## src/rtl/xslot_pkg.sv

```systemverilog
package xslot_pkg;
  // Decoded hits inside the I/O block, active high
  typedef struct packed {
    logic shared_win;
    logic adp0;
    logic adp1;
    logic bank_wr;
    logic spare;
  } io_hits_t;

  // Order of the four 4-byte slots in the upper half of the I/O block
  localparam int SLOT_ADP0  = 0;
  localparam int SLOT_ADP1  = 1;
  localparam int SLOT_BANK  = 2;
  localparam int SLOT_SPARE = 3;
endpackage

```

## src/rtl/xslot_rst_sync.sv

```systemverilog
module xslot_rst_sync #(
  parameter int STAGES = 2
) (
  input  logic clk,
  input  logic rst_n,
  output logic rst_sync_n
);
  logic [STAGES-1:0] sync_q;
  logic [STAGES-1:0] sync_d;

  always_comb begin
    sync_d = {sync_q[STAGES-2:0], 1'b1};
  end

  always_ff @(posedge clk or negedge rst_n) begin
    if (!rst_n) sync_q <= '0;
    else        sync_q <= sync_d;
  end

  assign rst_sync_n = sync_q[STAGES-1];
endmodule

```

## src/rtl/xslot_io_decode.sv

```systemverilog
module xslot_io_decode
  import xslot_pkg::*;
#(
  parameter int          ADDR_W    = 16,
  parameter logic [15:0] IO_BASE   = 16'hFF40,
  parameter int          BLK_LOG2  = 5,
  parameter int          SLOT_LOG2 = 2
) (
  input  logic [ADDR_W-1:0] addr,
  input  logic              io_blk_n,
  output io_hits_t          hits
);
  localparam int HALF_BIT = BLK_LOG2 - 1;
  localparam int NSLOT    = 1 << (HALF_BIT - SLOT_LOG2);
  localparam int SEL_W    = HALF_BIT - SLOT_LOG2;

  logic             in_blk;
  logic [NSLOT-1:0] slot_hit;

  assign in_blk = !io_blk_n && (addr[ADDR_W-1:BLK_LOG2] == IO_BASE[ADDR_W-1:BLK_LOG2]);

  genvar g;
  generate
    for (g = 0; g < NSLOT; g++) begin : g_slot
      assign slot_hit[g] = in_blk && addr[HALF_BIT] &&
                           (addr[HALF_BIT-1:SLOT_LOG2] == SEL_W'(g));
    end
  endgenerate

  always_comb begin
    hits.shared_win = in_blk && !addr[HALF_BIT];
    hits.adp0       = slot_hit[SLOT_ADP0];
    hits.adp1       = slot_hit[SLOT_ADP1];
    hits.bank_wr    = slot_hit[SLOT_BANK];
    hits.spare      = slot_hit[SLOT_SPARE];
  end


  io_quiet_chk: assert final (!( io_blk_n && (hits != '0)));
endmodule

```

## src/rtl/xslot_rom_split.sv

```systemverilog
module xslot_rom_split #(
  parameter int          ADDR_W   = 16,
  parameter logic [15:0] ROM_LO   = 16'hC000,
  parameter logic [15:0] ROM_MID  = 16'hE000,
  parameter logic [15:0] ROM_LAST = 16'hFEFF
) (
  input  logic [ADDR_W-1:0] addr,
  input  logic              cart_blk_n,
  output logic              lo_hit,
  output logic              hi_hit
);
  assign lo_hit = !cart_blk_n && (addr >= ROM_LO)  && (addr < ROM_MID);
  assign hi_hit = !cart_blk_n && (addr >= ROM_MID) && (addr <= ROM_LAST);


  rom_excl_chk: assert final (!(lo_hit && hi_hit));
endmodule

```

## src/rtl/xslot_bank_reg.sv

```systemverilog
module xslot_bank_reg (
  input  logic clk,
  input  logic rst_n,
  input  logic wr_en,
  input  logic d_in,
  output logic bank_q
);
  logic bank_d;

  always_comb begin
    bank_d = bank_q;
    if (wr_en) bank_d = d_in;
  end

  always_ff @(posedge clk or negedge rst_n) begin
    if (!rst_n) bank_q <= 1'b0;
    else        bank_q <= bank_d;
  end


  bank_load_chk: assert property (@(posedge clk) disable iff (!rst_n)
    wr_en |=> (bank_q == $past(d_in)));


  bank_hold_chk: assert property (@(posedge clk) disable iff (!rst_n)
    !wr_en |=> $stable(bank_q));
endmodule

```

## src/rtl/xslot_decode.sv

```systemverilog
module xslot_decode
  import xslot_pkg::*;
#(
  parameter int          ADDR_W     = 16,
  parameter logic [15:0] IO_BASE    = 16'hFF40,
  parameter logic [15:0] ROM_LO     = 16'hC000,
  parameter logic [15:0] ROM_MID    = 16'hE000,
  parameter logic [15:0] ROM_LAST   = 16'hFEFF,
  parameter int          RST_STAGES = 2
) (
  input  logic              clk,
  input  logic              rst_n,
  input  logic [ADDR_W-1:0] addr,
  input  logic              rw,
  input  logic              cart_blk_n,
  input  logic              io_blk_n,
  input  logic              d0,
  output logic              adp0_cs_n,
  output logic              adp1_cs_n,
  output logic              spare_cs_n,
  output logic              disk_cs_n,
  output logic              rtc_cs_n,
  output logic              rtc_rd_n,
  output logic              rtc_wr_n,
  output logic              drom_cs_n,
  output logic              from_cs_n
);
  logic     rst_sync_n;
  io_hits_t hits;
  logic     rom_lo, rom_hi;
  logic     bank_q;
  logic     bank_wr_en;
  logic     rtc_hit;

  xslot_rst_sync #(.STAGES(RST_STAGES)) u_rst (
    .clk(clk), .rst_n(rst_n), .rst_sync_n(rst_sync_n)
  );

  xslot_io_decode #(.ADDR_W(ADDR_W), .IO_BASE(IO_BASE)) u_io (
    .addr(addr), .io_blk_n(io_blk_n), .hits(hits)
  );

  xslot_rom_split #(.ADDR_W(ADDR_W), .ROM_LO(ROM_LO), .ROM_MID(ROM_MID),
                    .ROM_LAST(ROM_LAST)) u_rom (
    .addr(addr), .cart_blk_n(cart_blk_n), .lo_hit(rom_lo), .hi_hit(rom_hi)
  );

  assign bank_wr_en = hits.bank_wr && !rw;

  xslot_bank_reg u_bank (
    .clk(clk), .rst_n(rst_sync_n), .wr_en(bank_wr_en), .d_in(d0), .bank_q(bank_q)
  );

  assign rtc_hit    = hits.shared_win && bank_q;
  assign adp0_cs_n  = !hits.adp0;
  assign adp1_cs_n  = !hits.adp1;
  assign spare_cs_n = !hits.spare;
  assign disk_cs_n  = !(hits.shared_win && !bank_q);
  assign rtc_cs_n   = !rtc_hit;
  assign rtc_rd_n   = rtc_cs_n | !rw;
  assign rtc_wr_n   = rtc_cs_n | rw;
  assign drom_cs_n  = !rom_lo;
  assign from_cs_n  = !rom_hi;


  one_sel_chk: assert property (@(posedge clk) disable iff (!rst_sync_n)
    $countones({~adp0_cs_n, ~adp1_cs_n, ~spare_cs_n, ~disk_cs_n, ~rtc_cs_n,
                ~drom_cs_n, ~from_cs_n}) <= 1);


  strobe_excl_chk: assert property (@(posedge clk) disable iff (!rst_sync_n)
    !(!rtc_rd_n && !rtc_wr_n));


  strobe_qual_chk: assert property (@(posedge clk) disable iff (!rst_sync_n)
    (!rtc_rd_n || !rtc_wr_n) |-> (!rtc_cs_n && (rtc_rd_n == !rw)));


  blocks_idle_chk: assert property (@(posedge clk) disable iff (!rst_sync_n)
    (io_blk_n && cart_blk_n) |->
      (adp0_cs_n && adp1_cs_n && spare_cs_n && disk_cs_n && rtc_cs_n &&
       drom_cs_n && from_cs_n));


  bank_read_chk: assert property (@(posedge clk) disable iff (!rst_sync_n)
    (hits.bank_wr && rw) |=> $stable(bank_q));
endmodule

```

## config.mk

```make
export PLATFORM = sky130hd
export DESIGN_NAME = xslot_decode
export DESIGN_NICKNAME = d
export VERILOG_FILES = /design/src/rtl/xslot_pkg.sv /design/src/rtl/xslot_rst_sync.sv /design/src/rtl/xslot_io_decode.sv /design/src/rtl/xslot_rom_split.sv /design/src/rtl/xslot_bank_reg.sv /design/src/rtl/xslot_decode.sv
export SDC_FILE = /design/constraint.sdc
export NUM_CORES = 1
export LEC_CHECK = 0
export BUFFER_PORTS_ARGS = -buffer_cell sky130_fd_sc_hd__buf_2
export CORE_AREA = 4 4 41 43
export DETAILED_ROUTE_END_ITERATION = 8
export DIE_AREA = 0 0 45 47
export PLACE_DENSITY = 0.6
export SYNTH_ARGS = -nofsm -noshare
export SYNTH_HDL_FRONTEND = slang
export SYNTH_SLANG_ARGS = --single-unit
```

## constraint.sdc

```tcl
create_clock -name clk -period 1.9 [get_ports clk]
set_input_delay 0.095 -clock clk [delete_from_list [all_inputs] [get_ports clk]]
set_output_delay 0.095 -clock clk [all_outputs]
set_load 0.02 [all_outputs]
```

==> reports/qor.csv <==
stage,metric,value,unit
critical_path,kind of critical path,in2out,
worst_hold_path,Hold Startpoint,d0,
sta,Pins Over Slew Limit,0,
pwr,Lkg Pwr,0.000209,uW
routing,Total Wirelength,730,um
synthesis,Main synth FF type,dfrtp_1,
critical_path,Worst setup SP type,input port,
cells_and_area,Final Core Density,0.359,
outcome,status,"finished, final reports clean",
floorplan,die area,2120,um2
routing,post-route ant nets,0,
grt,GRT Total Usage,0.0759,
cells_and_area,"commonest non-fill, non-tap cell in the layout",buf_2,
cells_and_area,area grow syn2layout,78.5,%
critical_path,Critical Path Max Stage Delay,0.54,ns
cells_and_area,Nets,86,
floorplan,Die Y,47,um
routing,Avg Vias per Cell,4.35,
pwr,Cell Pwr Density,463,nW/um2
place,IO buf count,28,
cts,Clock Path Buffers,2,
sta,Hold WS,0.111,ns
cells_and_area,layout cells sized above 1,0.587,
routing,1st-iter DRT viols,3,
routing,vias,339,
critical_path,flop-to-flop setup slack,1.11,ns
cts,Worst-Skew Late Latency,0.23,ns
grt,initial antenna violation count,0,
place,gpl congestion,0.599,
critical_path,CP Capture Type,output pin,
worst_hold_path,HP Class,in2reg,
synthesis,"Seq/Total Area, Yosys",0.287,
place,HPWL Detailed,656,um
cts,clk sinks,3,
pwr,maximum vdd drop,0.310,mV
sta,final clock period utilization by the worst path,0.787,
cts,CTS Root Cell,clkbuf_4,
synthesis,synth unique cells,20,
critical_path,critical-path cell list,buf_2 > or4b_4 > nor4_4 > nand2_2 > or2_1 > buf_2,
floorplan,Rows,13,
cells_and_area,Diodes inserted,0,
job,maximum capacitance violations,0,
critical_path,reg2reg start,u_bank.bank_q,
critical_path,CP startpoint,addr[4],
critical_path,crit-path max FO,3,
synthesis,syn avg cell area,9.02,um2
grt,Overflow after GRT,0,
floorplan,Core ar.,1300,um2
cts,CTS Buf Count,3,
sta,RSZ-0062 raised after global routing,false,
synthesis,Synth Cell Area,262,um2
sta,setup TNS,0,ns
cts,H-tree levels,1,
floorplan,# IOs,31,
routing,# DRC,0,
synthesis,Post-Syn Instances,29,
sta,fmax,669,MHz
grt,largest net degree at the start of global routing,5,
critical_path,Crit-path slowest cell,or4b_4,
synthesis,Synth warnings,0,
routing,first drt pass iteration count,4,
critical_path,Worst Path Arrival,1.40,ns
cells_and_area,Fill cells,142,
floorplan,chip width,45,um
sta,Final min period,1.49,ns
floorplan,Starting Density,0.201,
cts,"Setup Fix Bufs, Post-CTS",0,
grt,number of global-route vias before repair,327,
synthesis,"EDFF count, synth",0,
sta,Setup-failing EPs final,0,
sta,Fin. Hold Viols,0,
grt,first-pass GRT wire length,1170,um
critical_path,most used cell along the critical path,buf_2,
synthesis,post-synthesis async set-or-reset flop share,1.00,
cts,CTS tree,yes,
routing,DR WL/cell,9.36,um
synthesis,synthesized flop and latch total,3,
critical_path,Worst EP required,1.80,ns
cells_and_area,"commonest cells after routing, fill and taps aside","buf_2 (28), nand3_1 (3), clkbuf_4 (3), dfrtp_1 (3)",
sta,clk_skew,0.00293,ns
cts,Clock transition at path regs,0.04,ns
synthesis,syn nets,51,
cells in the mapped netlist (2+ instances only):
master / instances / area share
nand2b_1: 2 / 0.048
dfrtp_1: 3 / 0.29
nand4_1: 2 / 0.048
nor2_1: 2 / 0.029
nand2_1: 2 / 0.029
nand3_1: 3 / 0.057
nor4_1: 2 / 0.048
flip-flops by register name, indices dropped and copies added (netlist names):
signal	cells
u_rst.sync_q	2
u_bank.bank_q	1
where the power goes:
part | switching (uW) | internal (uW) | total, uW
clock network | 29.7 | 78.5 | 108
registers | 0.504 | 66.5 | 67.0
logic | 18.1 | 22.7 | 40.8
total | 48.3 | 168 | 216
kinds of logic (layout without fill, tap and decap cells):
logic type | after synthesis | after routing | synth area share
DFF | 3 | 3 | 0.287
buffers and inverters | 1 | 35 | 0.0143
and+or+nand+nor | 23 | 23 | 0.641
muxes | 1 | 1 | 0.0431
other | 1 | 1 | 0.0143
worst paths after layout:
path,to,depth (start not counted)
max,rtc_wr_n,6
min,u_bank.bank_q,2
max reg2reg,u_bank.bank_q,1
min reg2reg,u_rst.sync_q[1],0
max in group asynchronous,u_bank.bank_q,1
min in group asynchronous,u_rst.sync_q[1],2
critical path, delay by kind of cell:
| kind | cells | cell delay, ns |
|---|---|---|
| AND/OR/NAND/NOR | 4 | 1.03 |
| buffers and inverters | 2 | 0.26 |
area by class of cell:
class / count / area, um2 / share of cell area
multi-input cells: 25 / 183 / 0.391
inverters: 1 / 3.75 / 0.00804
well taps: 15 / 18.8 / 0.0402
repair buffers: 30 / 160 / 0.343
flip-flops and latches: 3 / 75.1 / 0.161
clock buffers: 4 / 26.3 / 0.0563
per-stage QoR:
stage	worst slack [ns]	power, uW	area [um2]	instances
after floorplan	0.533	79.5	262	29
after global placement	0.397	105	420	72
after detailed placement	0.400	106	420	72
after CTS	0.391	222	467	78
after global routing	0.306	235	467	78
final	0.405	216	467	78
metal layers:
layer | up-vias | GRT usage | part of all wire
met5 | - | 0 | 0
met4 | 0 | 0.0351 | 0
li1 | 179 | - | -
met2 | 16 | 0.133 | 0.49
met3 | 0 | 0.0421 | 0.12
met1 | 144 | 0.0729 | 0.39
repair_timing:
action	in CTS	in global routing
resized for setup	0	0
setup endpoints to repair	0	0
endpoints found under the hold margin	3	0
hold buffers	2	0
No activity file was read; power rests on OpenSTA's default activity.
